**src/rtl/psr_pkg.sv**
```systemverilog
// Package: shared constants and types of the status flags register.
// Assumes the six stored flags are indexed C,Z,I,D,V,N = 0..5.
package psr_pkg;
    localparam int NFLAG  = 6;
    localparam int BYTE_W = 8;
    localparam int IDX_C  = 0;
    localparam int IDX_Z  = 1;
    localparam int IDX_I  = 2;
    localparam int IDX_D  = 3;
    localparam int IDX_V  = 4;
    localparam int IDX_N  = 5;
    localparam int POS_BRK   = 4;
    localparam int POS_ONE   = 5;
    localparam int LOW_FLAGS = 4;  // flags 0..3 sit at byte bits 0..3

    typedef enum logic [1:0] {
        SRC_PHP = 2'b00,
        SRC_BRK = 2'b01,
        SRC_IRQ = 2'b10,
        SRC_NMI = 2'b11
    } push_src_e;

    // Byte bit position of flag index i.
    function automatic int flag_pos(input int i);
        return (i < LOW_FLAGS) ? i : i + 2;
    endfunction
endpackage

```
**src/rtl/psr_update_mux.sv**
```systemverilog
// Module: computes the next flag vector. The pull-load has the highest priority.
// Below it, the masked ALU write is applied and an exception entry then forces I.
// Assumes the inputs are stable before the clock edge; purely combinational.
module psr_update_mux
    import psr_pkg::*;
(
    input  logic [NFLAG-1:0] cur,
    input  logic [NFLAG-1:0] wr_val,
    input  logic [NFLAG-1:0] wr_mask,
    input  logic [NFLAG-1:0] pulled,
    input  logic             pull_load,
    input  logic             entry,
    output logic [NFLAG-1:0] nxt
);
    for (genvar i = 0; i < NFLAG; i++) begin : g_bit
        logic after_alu;
        logic after_entry;
        // Per-flag selection: mask write, then entry force on I, then pull override.
        always_comb begin
            after_alu   = wr_mask[i] ? wr_val[i] : cur[i];
            after_entry = (i == IDX_I) ? (after_alu | entry) : after_alu;
            nxt[i]      = pull_load ? pulled[i] : after_entry;
        end
    end
endmodule

```
**src/rtl/psr_flag_store.sv**
```systemverilog
// Module: the six flip-flops of stored flags, with synchronous active-low reset.
// Assumes RESET_FLAGS is given in flag-index order.
module psr_flag_store
    import psr_pkg::*;
#(
    parameter logic [NFLAG-1:0] RESET_FLAGS = 6'b000100
) (
    input  logic             clk,
    input  logic             rst_n,
    input  logic [NFLAG-1:0] d,
    output logic [NFLAG-1:0] q
);
    for (genvar i = 0; i < NFLAG; i++) begin : g_ff
        // One flag bit: load the reset value or the next value.
        always_ff @(posedge clk) begin
            if (!rst_n) q[i] <= RESET_FLAGS[i];
            else        q[i] <= d[i];
        end
    end
endmodule

```
**src/rtl/psr_push_former.sv**
```systemverilog
// Module: builds the byte written to the stack on a status push.
// Bit 5 is a constant 1. Bit 4 comes only from the push source. The rest are stored flags.
module psr_push_former
    import psr_pkg::*;
(
    input  logic [NFLAG-1:0]  cur,
    input  push_src_e         src,
    output logic [BYTE_W-1:0] push_byte
);
    // Assemble the pushed byte from the flags and the source.
    always_comb begin
        push_byte = '0;
        for (int i = 0; i < NFLAG; i++) push_byte[flag_pos(i)] = cur[i];
        push_byte[POS_ONE] = 1'b1;
        push_byte[POS_BRK] = (src == SRC_PHP) || (src == SRC_BRK);
    end
endmodule

```
**src/rtl/cpu_status_flags.sv**
```systemverilog
// Module: top of the processor status flags register.
// Holds C,Z,I,D,V,N, applies ALU and pull updates, and forms the pushed status byte.
// Assumes the decoder asserts push_req only in the cycle the status byte is written.
module cpu_status_flags
    import psr_pkg::*;
#(
    parameter logic [7:0] RESET_STATUS = 8'h04
) (
    input  logic        clk,
    input  logic        rst_n,
    input  logic [5:0]  wr_val,
    input  logic [5:0]  wr_mask,
    input  logic        pull_load,
    input  logic [7:0]  pull_byte,
    input  logic        push_req,
    input  logic [1:0]  push_src,
    output logic [7:0]  push_byte,
    output logic [5:0]  flags,
    output logic [7:0]  status_view
);
    localparam logic [NFLAG-1:0] RESET_FLAGS =
        {RESET_STATUS[7:6], RESET_STATUS[3:0]};

    logic [NFLAG-1:0] pulled;
    logic [NFLAG-1:0] nxt;
    logic             entry;
    logic [1:0]       discard_unused;
    push_src_e        src;

    // Decode the push cause; any push other than a register push is an exception entry.
    always_comb begin
        src            = push_src_e'(push_src);
        entry          = push_req && (src != SRC_PHP);
        discard_unused = pull_byte[POS_ONE:POS_BRK];
    end

    for (genvar i = 0; i < NFLAG; i++) begin : g_map
        // Gather the pulled flags and spread the stored flags into the view byte.
        assign pulled[i]               = pull_byte[flag_pos(i)];
        assign status_view[flag_pos(i)] = flags[i];
    end
    assign status_view[POS_ONE:POS_BRK] = 2'b00;

    psr_update_mux u_mux (
        .cur       (flags),
        .wr_val    (wr_val),
        .wr_mask   (wr_mask),
        .pulled    (pulled),
        .pull_load (pull_load),
        .entry     (entry),
        .nxt       (nxt)
    );

    psr_flag_store #(.RESET_FLAGS(RESET_FLAGS)) u_store (
        .clk   (clk),
        .rst_n (rst_n),
        .d     (nxt),
        .q     (flags)
    );

    psr_push_former u_push (
        .cur       (flags),
        .src       (src),
        .push_byte (push_byte)
    );
endmodule

```
**config.mk**
```make
export PLATFORM = sky130hd
export DESIGN_NAME = cpu_status_flags
export DESIGN_NICKNAME = d
export VERILOG_FILES = /design/src/rtl/psr_pkg.sv /design/src/rtl/psr_update_mux.sv /design/src/rtl/psr_flag_store.sv /design/src/rtl/psr_push_former.sv /design/src/rtl/cpu_status_flags.sv
export SDC_FILE = /design/constraint.sdc
export NUM_CORES = 1
export LEC_CHECK = 0
export BUFFER_PORTS_ARGS = -buffer_cell sky130_fd_sc_hd__buf_2
export CORE_AREA = 2 2 39 41
export CTS_CLUSTER_DIAMETER = 50
export DETAILED_ROUTE_END_ITERATION = 8
export DIE_AREA = 0 0 41 43
export MAX_ROUTING_LAYER = met4
export PLACE_DENSITY = 0.78
export SYNTH_ARGS = -nofsm -noshare
export SYNTH_HDL_FRONTEND = slang
export SYNTH_HIERARCHICAL = 1
export SYNTH_SLANG_ARGS = --single-unit
```
**constraint.sdc**
```tcl
create_clock -name clk -period 1.5 [get_ports clk]
set_input_delay 0.15 -clock clk [delete_from_list [all_inputs] [get_ports clk]]
set_output_delay 0.15 -clock clk [all_outputs]
set_load 0.02 [all_outputs]
```
==> results of run 1 <==
[power breakdown]
part	switching, mW	internal (mW)	total [mW]
Clock	0.0557	0.0903	0.146
Combinational	0.0837	0.0618	0.145
Sequential	0.00777	0.171	0.178
Total	0.147	0.323	0.470
[per-layer routing]
| layer | up-vias | wire [microns] | global-route usage |
|---|---|---|---|
| li1 | 205 | - | - |
| met5 | - | 0 | - |
| met1 | 166 | 311 | 0.08889 |
| met3 | 2 | 129 | 0.01571 |
| met4 | 0 | 11 | 0.1000 |
| met2 | 30 | 383 | 0.1656 |
[logic make-up after synthesis]
family                 after synthesis  synth area share
buffers and inverters               17            0.3045
AND/OR/NAND/NOR                     13            0.1582
AO/OA/AOI/OAI                        7           0.08954
multiplexers                         6            0.1433
flip-flops                           6            0.2866
other                                2           0.01792
[metrics by stage]
step,cell area [sq um],hold slack [ns]
finish,551.8,0.1446
global route,551.8,0.1429
CTS,551.8,0.1350
detailed placement,529.3,0.3963
global placement,529.3,0.3809
floorplan,422.9,0.2231
[synth_stat cells]
library cell	number
sky130_fd_sc_hd__a21oi_1	1
sky130_fd_sc_hd__o21ai_1	5
sky130_fd_sc_hd__conb_1	2
sky130_fd_sc_hd__buf_4	15
sky130_fd_sc_hd__nor2b_1	1
sky130_fd_sc_hd__mux2i_1	6
sky130_fd_sc_hd__buf_6	1
sky130_fd_sc_hd__nor2_1	1
sky130_fd_sc_hd__nand2_1	5
sky130_fd_sc_hd__o21a_1	1
sky130_fd_sc_hd__nand2b_1	1
sky130_fd_sc_hd__dfxtp_1	6
sky130_fd_sc_hd__inv_1	1
sky130_fd_sc_hd__and2_1	5
[how the worst max path moves through the flow]
stage                           endpoint  slack, ns  cells after the start         start
after detailed placement    u_store/q[2]       0.67                      5   push_src[1]
after global routing            flags[4]       0.51                      1  u_store/q[4]
final                     status_view[6]       0.58                      1  u_store/q[4]
after CTS                 status_view[6]       0.56                      1  u_store/q[4]
after global placement      u_store/q[2]       0.67                      5   push_src[1]
after floorplan             u_store/q[1]       0.67                      3  u_store/q[1]
[layout make-up]
type | count | area share
flip-flops and latches | 6 | 0.2177
inverters | 1 | 0.006803
multi-input cells | 29 | 0.3175
well taps | 16 | 0.03628
clock buffers | 3 | 0.04082
repair buffers | 42 | 0.3810
==> impl_metrics.yaml, run 1 <==
sta:
  fin_crit_ns: 0.9175
  fin_ws_ns: 0.5825
  rsz0062_at_grt: "false"
  tns_ns: 0
  timing.final.hold_violations: 0
  setup_viol: 0
  fmaxAchievable_mhz: 1090
  final_critical_path_share_of_the_clock_period: 0.6116
  clock_skew_ns: 0
  maxSlewViolCount: 0
hold_path:
  worst_hold_startpoint: "rst_n"
  worst_hold_path.endpoint: "u_store/q[2]"
  worstHoldPathType: "input pin to register"
  worstHoldPathCells: 2
cts:
  clock_sink_count: 6
  clk_pin_slew_ns: 0.04
  clock_tree.htree_level_count: 1
  clock_tree.root_cell: "sky130_fd_sc_hd__clkbuf_4"
  postCtsSetupRepairBufs: 0
  cts-buffers-inserted: 3
  cts.path.max_buffers: 2
  cts_repair_resize_count: 0
  hold_buffers: 0
  cts_tree: "yes"
  worst_skew_pair.late_latency_ns: 0.24
synth:
  synth.lib_cells_used.distinct: 14
  synth_seq_area_share: 0.2866
  netlist.area_leader.share: 0.2866
  synth.largest_area_cell: "sky130_fd_sc_hd__dfxtp_1"
  post_synth_instance_area_sq_um: 419.2
  synthesis.yosys.warnings: 6
  main_area_contributors_after_synthesis: "sky130_fd_sc_hd__dfxtp_1 29%, sky130_fd_sc_hd__buf_4 27%, sky130_fd_sc_hd__mux2i_1 14%"
  ys_seq_elements: 6
  avgSynthCellArea_sq_um: 8.219
  synthesis.instances: 51
global_routing:
  grt_first_pass_wirelength_microns: 1124
  groute.usage.overall: 0.1014
  grt_overflow_total: 0
  grt_antenna_before_repair: 0
  pin_count_of_the_biggest_net_entering_global_routing: 13
  number_of_global_route_vias_before_repair: 316
critical_path:
  timing.critical_path.slowest_cell_delay_ns: 0.35
  timing.critical_path.buf_inv: 1
  timing.critical_path.slowest_stage_cell: "sky130_fd_sc_hd__dfxtp_1"
  worst-r2r-cell-count: 3
  path_cells: "buf_2"
  worstSetupPathType: "register to output port"
  largest_fanout_on_the_critical_path: 4
  cp_required_ns: 1.35
  critical_path.reg2reg.endpoint: "u_store/q[2]"
  arrival_ns: 0.77
  register_to_register_path_setup_slack_ns: 0.69
  r2r_start: "u_store/q[2]"
  worstSetupStartpointType: "register"
  capturing_element_type_of_the_critical_path: "output port"
  timing.critical_path.max_delay_family: "flip-flops"
pwr:
  power_mw: 0.4699
  irDropWorstVdd_mv: 0.1999
  power-per-cell-area_nw_per_um2: 851.6
  power.static_leakage_nw: 0.3314
finish:
  nets: 109
  area_growth_pct: 31.64
  final_common_cell: "sky130_fd_sc_hd__buf_2"
  fillerInstances: 161
  largest-register: "u_store/q"
  multiInputGateArea_sq_um: 175.2
  antennaDiodeCount: 0
  commonest_non_fill_non_tap_cells_in_the_layout: "42 x sky130_fd_sc_hd__buf_2, 6 x sky130_fd_sc_hd__mux2i_1, 6 x sky130_fd_sc_hd__dfxtp_1"
  largest_register_ff_count: 6
  layoutNonFillerInstCount: 97
  ff_latch_area_sq_um: 120.1
  proportion_of_layout_cells_with_a_drive_suffix_above_1: 0.5556
  reg_top3: "u_store/q (6)"
  finalCoreUtilization: 0.3987
place:
  buffer_ports.inserted: 42
  post-place-ws_ns: 0.6685
  dp.cells: 94
  detailedPlacementHpwl_microns: 672.7
  gp_routability_congestion: 0.6214
die:
  die_footprint_sq_um: 1763
  floorplan.io_pins: 48
  chipHeight_microns: 43
  initial_utilization: 0.3029
  fp.dieW_microns: 41
  coreArea_sq_um: 1384
  number_of_standard_cell_rows_in_the_floorplan: 14
detailed_routing:
  routed_length_per_placed_instance_microns: 8.608
  route.final.wire_length_microns: 835
  drt_first_iter_violations: 4
  post_drt_via_cell_ratio: 4.155
  drt_pass1_iterations: 3
  drc: 0
  via_count_of_the_routed_design: 403
  detail-route-antenna-nets: 0
job:
  max-cap-violations: 0
status:
  status: "completed"
(Power assumes the default switching activity.)
==> run 2: changes to the inputs <==
ABC_AREA = 1   (was unset)
CORE_AREA = unset   (was 2 2 39 41)
CORE_MARGIN = 2   (was unset)
CORE_UTILIZATION = 34   (was unset)
DIE_AREA = unset   (was 0 0 41 43)
PLACE_DENSITY = 0.8   (was 0.78)
clock period = 0.9 ns   (was 1.5 ns; I/O delays follow)
==> run 2 against run 1 <==
Net effect: clock skew is the same; critical path type unchanged; critical endpoint is now flags[2]; die area decreased by 4.0%; cell count grew 30%; largest power group unchanged.
==> impl_metrics.yaml, run 2 <==
global_routing:
  grt_overflow_total: 0
  grt_antenna_before_repair: 0
  grt_first_pass_wirelength_microns: 1600
  number_of_global_route_vias_before_repair: 430
  pin_count_of_the_biggest_net_entering_global_routing: 7
  groute.usage.overall: 0.1560
die:
  coreArea_sq_um: 1301
  floorplan.io_pins: 48
  fp.dieW_microns: 41.15
  chipHeight_microns: 41.15
  number_of_standard_cell_rows_in_the_floorplan: 13
  die_footprint_sq_um: 1693
  initial_utilization: 0.3606
finish:
  fillerInstances: 154
  reg_top3: "u_store/q (6)"
  design_area_final_sq_um: 656.9
  area_growth_pct: 40.00
  commonest_non_fill_non_tap_cells_in_the_layout: "35 x sky130_fd_sc_hd__buf_2, 24 x sky130_fd_sc_hd__nand2_1, 15 x sky130_fd_sc_hd__inv_1, 8 x sky130_fd_sc_hd__buf_4, 5 x sky130_fd_sc_hd__nand3_1"
  antennaDiodeCount: 0
  nets: 138
  multiInputGateArea_sq_um: 187.7
  ff_latch_area_sq_um: 128.9
  largest_register_ff_count: 6
  largest-register: "u_store/q"
  final_common_cell: "sky130_fd_sc_hd__buf_2"
  proportion_of_layout_cells_with_a_drive_suffix_above_1: 0.4865
detailed_routing:
  route.final.wire_length_microns: 1045
  drc: 0
  routed_length_per_placed_instance_microns: 8.294
  drt_pass1_iterations: 2
  via_count_of_the_routed_design: 512
  detail-route-antenna-nets: 0
  post_drt_via_cell_ratio: 4.063
  drt_first_iter_violations: 4
critical_path:
  register_to_register_path_setup_slack_ns: 0.05
  worstSetupStartpointType: "register"
  cp_required_ns: 0.81
  arrival_ns: 0.77
  timing.critical_path.slowest_cell_delay_ns: 0.35
  worstSetupPathType: "register to output port"
  timing.critical_path.max_delay_family: "flip-flops"
  largest_fanout_on_the_critical_path: 4
  path_cells: "buf_2"
  r2r_start: "u_store/q[1]"
  worst-r2r-cell-count: 5
  capturing_element_type_of_the_critical_path: "output port"
  timing.critical_path.buf_inv: 1
  critical_path.reg2reg.endpoint: "u_store/q[1]"
  timing.critical_path.slowest_stage_cell: "sky130_fd_sc_hd__dfxtp_1"
synth:
  synthesis.yosys.warnings: 6
  synth-compound-area-share: 0
  number_of_enable_flip_flop_cells_after_synthesis: 0
  synthTopCellsByCount: "24 x sky130_fd_sc_hd__nand2_1, 15 x sky130_fd_sc_hd__buf_4, 15 x sky130_fd_sc_hd__inv_1, 6 x sky130_fd_sc_hd__dfxtp_1, 6 x sky130_fd_sc_hd__nand3_1"
  post_synth_instance_area_sq_um: 469.2
  ys_dominant_reg_cell: "sky130_fd_sc_hd__dfxtp_1"
  synth-simple-area-share: 0.3600
  ys_seq_elements: 6
  post_synth_fa_ha_maj_area_fraction: 0
  async_flop_share: 0
  synth_top_family_by_area: "buffers and inverters"
  synth_xor_xnor_area_share: 0
  synth.lib_cells_used.distinct: 11
  synthesis.instances: 78
  synth_seq_area_share: 0.2560
  synth_most_common_cell: "sky130_fd_sc_hd__nand2_1"
  avgSynthCellArea_sq_um: 6.015
  netlist.area_leader.share: 0.2560
  synth.largest_area_cell: "sky130_fd_sc_hd__dfxtp_1"
  main_area_contributors_after_synthesis: "sky130_fd_sc_hd__dfxtp_1 26%, sky130_fd_sc_hd__buf_4 24%, sky130_fd_sc_hd__nand2_1 19%"
  share_of_cell_area_taken_by_muxes_after_synthesis: 0
place:
  placement.cell_area_sq_um: 608.1
  detailedPlacementHpwl_microns: 832.5
  buffer_ports.inserted: 42
  gp_routability_congestion: 0.6014
pwr:
  irDropWorstVdd_mv: 0.7505
  power-per-cell-area_nw_per_um2: 1312
  power.static_leakage_nw: 0.4571
cts:
  hold_buffers: 0
  cts-buffers-inserted: 3
  cts.path.max_buffers: 2
  clock_tree.root_cell: "sky130_fd_sc_hd__clkbuf_4"
  clock_sink_count: 6
  clk_pin_slew_ns: 0.04
  worst_skew_pair.late_latency_ns: 0.25
  cts_tree: "yes"
  cts_repair_resize_count: 0
  postCtsSetupRepairBufs: 0
  clock_tree.htree_level_count: 1
status:
  status: "completed"
hold_path:
  worstHoldPathCells: 2
  worst_hold_startpoint: "rst_n"
  worst_hold_path.endpoint: "u_store/q[2]"
  worstHoldPathType: "input pin to register"
sta:
  rsz0062_at_grt: "true"
  timing.final.hold_violations: 0
  clock_skew_ns: 0
  maxSlewViolCount: 0
  fin_crit_ns: 0.8616
  setup_viol: 0
  whs_ns: 0.08718
  fmaxAchievable_mhz: 1161
  final_critical_path_share_of_the_clock_period: 0.9574
job:
  max-cap-violations: 0
## run 2: changes by cell type after synthesis, sizes merged
cell	before	now
nor2	1	3
or2	0	6
inv	1	16
a21oi	1	0
nor2b	1	0
o21a	1	0
nand2b	1	0
buf	16	15
nand2	5	24
and2	5	0
mux2i	6	0
o21ai	5	0
nand3	0	6
## run 2: where the power goes
group / switching [mW] / total, mW / internal [mW] / leakage (nW)
registers: 0.0155 / 0.303 / 0.287 / 0.0516
logic: 0.165 / 0.290 / 0.124 / 0.390
clock network: 0.102 / 0.270 / 0.168 / 0.0150
total: 0.282 / 0.862 / 0.580 / 0.457
## run 2: how the worst max path moves through the flow
stage | slack [ns] | to | start | depth (start not counted)
floorplan | 0.003 | u_store/q[1] | u_store/q[1] | 5
global placement | 0.06 | u_store/q[0] | u_store/q[0] | 5
detailed placement | 0.04 | u_store/q[0] | u_store/q[0] | 5
CTS | 0.01 | flags[2] | u_store/q[2] | 1
global route | -0.02 | u_store/q[3] | u_store/q[3] | 5
finish | 0.04 | flags[2] | u_store/q[2] | 1
## run 2: cell families after synthesis
logic type | Yosys count
simple gates | 39
buf+inv | 31
flops | 6
other cells | 2
## run 2: final cells by class
class / count / area share
Clock buffer: 4 / 0.04000
Inverter: 16 / 0.09143
Multi-Input combinational cell: 42 / 0.2857
Sequential cell: 6 / 0.1962
Tap cell: 15 / 0.02857
Timing Repair Buffer: 43 / 0.3581
## run 2: metrics by stage
| stage | setup TNS [ns] | util | instances | setup WS (ns) | power (mW) |
|---|---|---|---|---|---|
| 2_1_floorplan | 0 | - | 79 | 0.002614 | 0.5187 |
| 3_3_place_gp | 0 | 0.4673 | 122 | 0.06105 | 0.5767 |
| 3_5_place_dp | 0 | 0.4673 | 122 | 0.04145 | 0.5834 |
| 4_1_cts | 0 | 0.4875 | 126 | 0.01185 | 0.8666 |
| 5_1_grt | -0.1012 | 0.5048 | 126 | -0.02335 | 0.9450 |
| 6_report | 0 | 0.5048 | 126 | 0.03836 | 0.8621 |
## run 2: layer usage
metal | up-vias | share of wire | track usage
met4 | 0 | 0 | 0.02419
li1 | 270 | - | -
met1 | 216 | 0.39 | 0.1461
met3 | 0 | 0.10 | 0.09783
met5 | - | 0 | -
met2 | 26 | 0.51 | 0.2734
==> run 3: changes to the inputs <==
CORE_UTILIZATION = 32   (was 34)
PLACE_DENSITY = 0.78   (was 0.8)
SYNTH_HIERARCHICAL = unset   (was 1)
==> run 3 against run 2 <==
Net effect: cell count shrank 7.1%; power shrank 4.6%; die area shrank 1.3%; sequential share of layout area increased by 0.63 points; synthesized area down 7.2%; clock skew did not move; design area decreased by 8.8%; combinational power down 4%; critical path type unchanged; critical endpoint is now status_view[6]; largest power group unchanged.
==> impl_metrics.yaml, run 3 <==
status:
  status: "completed"
critical_path:
  cp_required_ns: 0.81
  timing.critical_path.slowest_cell_delay_ns: 0.36
  timing.critical_path.max_delay_family: "flip-flops"
  r2r_start: "u_store.q[2]"
  largest_fanout_on_the_critical_path: 4
  worst-r2r-cell-count: 6
  worstSetupPathType: "register to output port"
  capturing_element_type_of_the_critical_path: "output port"
  timing.critical_path.slowest_stage_cell: "sky130_fd_sc_hd__dfxtp_1"
  critical_path.reg2reg.endpoint: "u_store.q[2]"
  path_cells: "buf_2"
  register_to_register_path_setup_slack_ns: 0.15
  arrival_ns: 0.78
  worstSetupStartpointType: "register"
  timing.critical_path.buf_inv: 1
global_routing:
  number_of_global_route_vias_before_repair: 288
  groute.usage.overall: 0.1093
  grt_antenna_before_repair: 0
  grt_first_pass_wirelength_microns: 1097
  grt_overflow_total: 0
  pin_count_of_the_biggest_net_entering_global_routing: 8
finish:
  reg_top3: "u_store.q (6)"
  final_common_cell: "sky130_fd_sc_hd__buf_2"
  commonest_non_fill_non_tap_cells_in_the_layout: "34 x sky130_fd_sc_hd__buf_2, 14 x sky130_fd_sc_hd__inv_1, 12 x sky130_fd_sc_hd__nor2_1, 9 x sky130_fd_sc_hd__nand2_1, 9 x sky130_fd_sc_hd__o21ai_0"
  area_growth_pct: 37.64
  ff_latch_area_sq_um: 121.4
  nets: 130
  fillerInstances: 141
  multiInputGateArea_sq_um: 150.1
  proportion_of_layout_cells_with_a_drive_suffix_above_1: 0.4608
  largest-register: "u_store.q"
  antennaDiodeCount: 0
  largest_register_ff_count: 6
pwr:
  power_mw: 0.8223
  irDropWorstVdd_mv: 0.5116
  pwr-share-clk: 0.290
  power_frac_comb: 0.340
  p_int_mw: 0.5534
  p_switching_mw: 0.2688
  power-per-cell-area_nw_per_um2: 1372
  sequentialPowerShare: 0.370
  power.static_leakage_nw: 0.3959
  power.share.switching: 0.3270
detailed_routing:
  detail-route-antenna-nets: 0
  drt_first_iter_violations: 0
  drt_pass1_iterations: 1
  post_drt_via_cell_ratio: 4.009
  routed_length_per_placed_instance_microns: 7.812
  via_count_of_the_routed_design: 469
  drc: 0
  route.final.wire_length_microns: 914
die:
  die_footprint_sq_um: 1672
  coreArea_sq_um: 1285
  fp.dieW_microns: 40.89
  chipHeight_microns: 40.89
  initial_utilization: 0.3389
  number_of_standard_cell_rows_in_the_floorplan: 13
  floorplan.io_pins: 48
synth:
  netlist.area_leader.share: 0.2759
  ys_dominant_reg_cell: "sky130_fd_sc_hd__dfxtp_1"
  synthesis.instances: 71
  avgSynthCellArea_sq_um: 6.133
  synth_seq_area_share: 0.2759
  synthesis.yosys.warnings: 0
  async_flop_share: 0
  number_of_enable_flip_flop_cells_after_synthesis: 0
  synthTopCellsByCount: "15 x sky130_fd_sc_hd__buf_4, 14 x sky130_fd_sc_hd__inv_1, 12 x sky130_fd_sc_hd__nor2_1, 10 x sky130_fd_sc_hd__o21ai_0, 9 x sky130_fd_sc_hd__nand2_1"
  synth_most_common_cell: "sky130_fd_sc_hd__buf_4"
  synth.lib_cells_used.distinct: 10
  post_synth_instance_area_sq_um: 435.4
  synth.largest_area_cell: "sky130_fd_sc_hd__dfxtp_1"
  main_area_contributors_after_synthesis: "sky130_fd_sc_hd__dfxtp_1 28%, sky130_fd_sc_hd__buf_4 26%, sky130_fd_sc_hd__inv_1 12%"
  ys_seq_elements: 6
cts:
  clock_tree.root_cell: "sky130_fd_sc_hd__clkbuf_4"
  clock_tree.htree_level_count: 1
  cts_tree: "yes"
  worst_skew_pair.late_latency_ns: 0.24
  cts-buffers-inserted: 3
  clock_sink_count: 6
  postCtsSetupRepairBufs: 0
  cts.path.max_buffers: 2
  clk_pin_slew_ns: 0.04
job:
  max-cap-violations: 0
sta:
  setup_viol: 0
  tns_ns: 0
  fmaxAchievable_mhz: 1156
  fin_crit_ns: 0.8652
  clock_skew_ns: 0
  maxSlewViolCount: 0
  final_critical_path_share_of_the_clock_period: 0.9613
  timing.final.hold_violations: 0
  rsz0062_at_grt: "true"
hold_path:
  worstHoldPathCells: 3
  worst_hold_startpoint: "pull_byte[2]"
  worstHoldPathType: "input pin to register"
  worst_hold_path.endpoint: "u_store.q[2]"
place:
  gp_routability_congestion: 0.6276
  detailedPlacementHpwl_microns: 778.1
  buffer_ports.inserted: 42
## run 3: timing repair
item | CTS | global route
hold buffers | 0 | 0
setup endpoints to repair | 0 | 12
resized for setup | 0 | 10
## run 3: per-layer routing
layer,vias to the layer above,wire [microns],track usage
li1,254,-,-
met1,189,342,0.09709
met2,26,450,0.1953
met3,0,121,0.06522
met4,0,0,0.02500
met5,-,0,-
## run 3: cell type report
class | instances | share of cell area
tap | 15 | 0.03132
timing repair buffer | 42 | 0.3841
inverter | 15 | 0.09395
sequential | 6 | 0.2025
clock buffer | 3 | 0.03758
multi-input combinational | 36 | 0.2505
## run 3: worst max-delay path by stage
stage	endpoint	depth (start not counted)	from
after global routing	status_view[6]	1	u_store.q[4]
after global placement	u_store.q[0]	4	u_store.q[0]
final	status_view[6]	1	u_store.q[4]
after CTS	flags[0]	1	u_store.q[0]
after detailed placement	u_store.q[1]	4	u_store.q[1]
after floorplan	u_store.q[2]	6	u_store.q[2]
## run 3: logic make-up (layout without fill, tap and decap cells)
kind of cell    after synthesis  after routing  share of synthesized area
buf+inv                      30             60                     0.3879
simple gates                 21             21                     0.1810
other cells                   2              3                    0.01725
compound gates               12             12                     0.1379
flops                         6              6                     0.2759
## run 3: power by group through the flow
stage          clock network (mW)  logic, mW  registers (mW)
3_5_place_dp                    0      0.267           0.308
2_1_floorplan                   0      0.185           0.333
6_report                    0.239      0.279           0.305
5_1_grt                     0.262      0.312           0.309
4_1_cts                     0.253      0.267           0.303
3_3_place_gp                    0      0.263           0.306
## run 3: metrics by stage
step / cell area, sq um / setup slack [ns] / instances / hold WS (ns) / utilization
floorplan: 439.2 / 0.09219 / 72 / 0.2022 / -
global placement: 555.5 / 0.1891 / 114 / 0.3044 / 0.4323
detailed placement: 555.5 / 0.1493 / 114 / 0.3188 / 0.4323
CTS: 578.1 / 0.02123 / 117 / 0.07201 / 0.4499
global route: 599.3 / -0.01979 / 117 / 0.07505 / 0.4664
finish: 599.3 / 0.03484 / 117 / 0.07883 / 0.4664
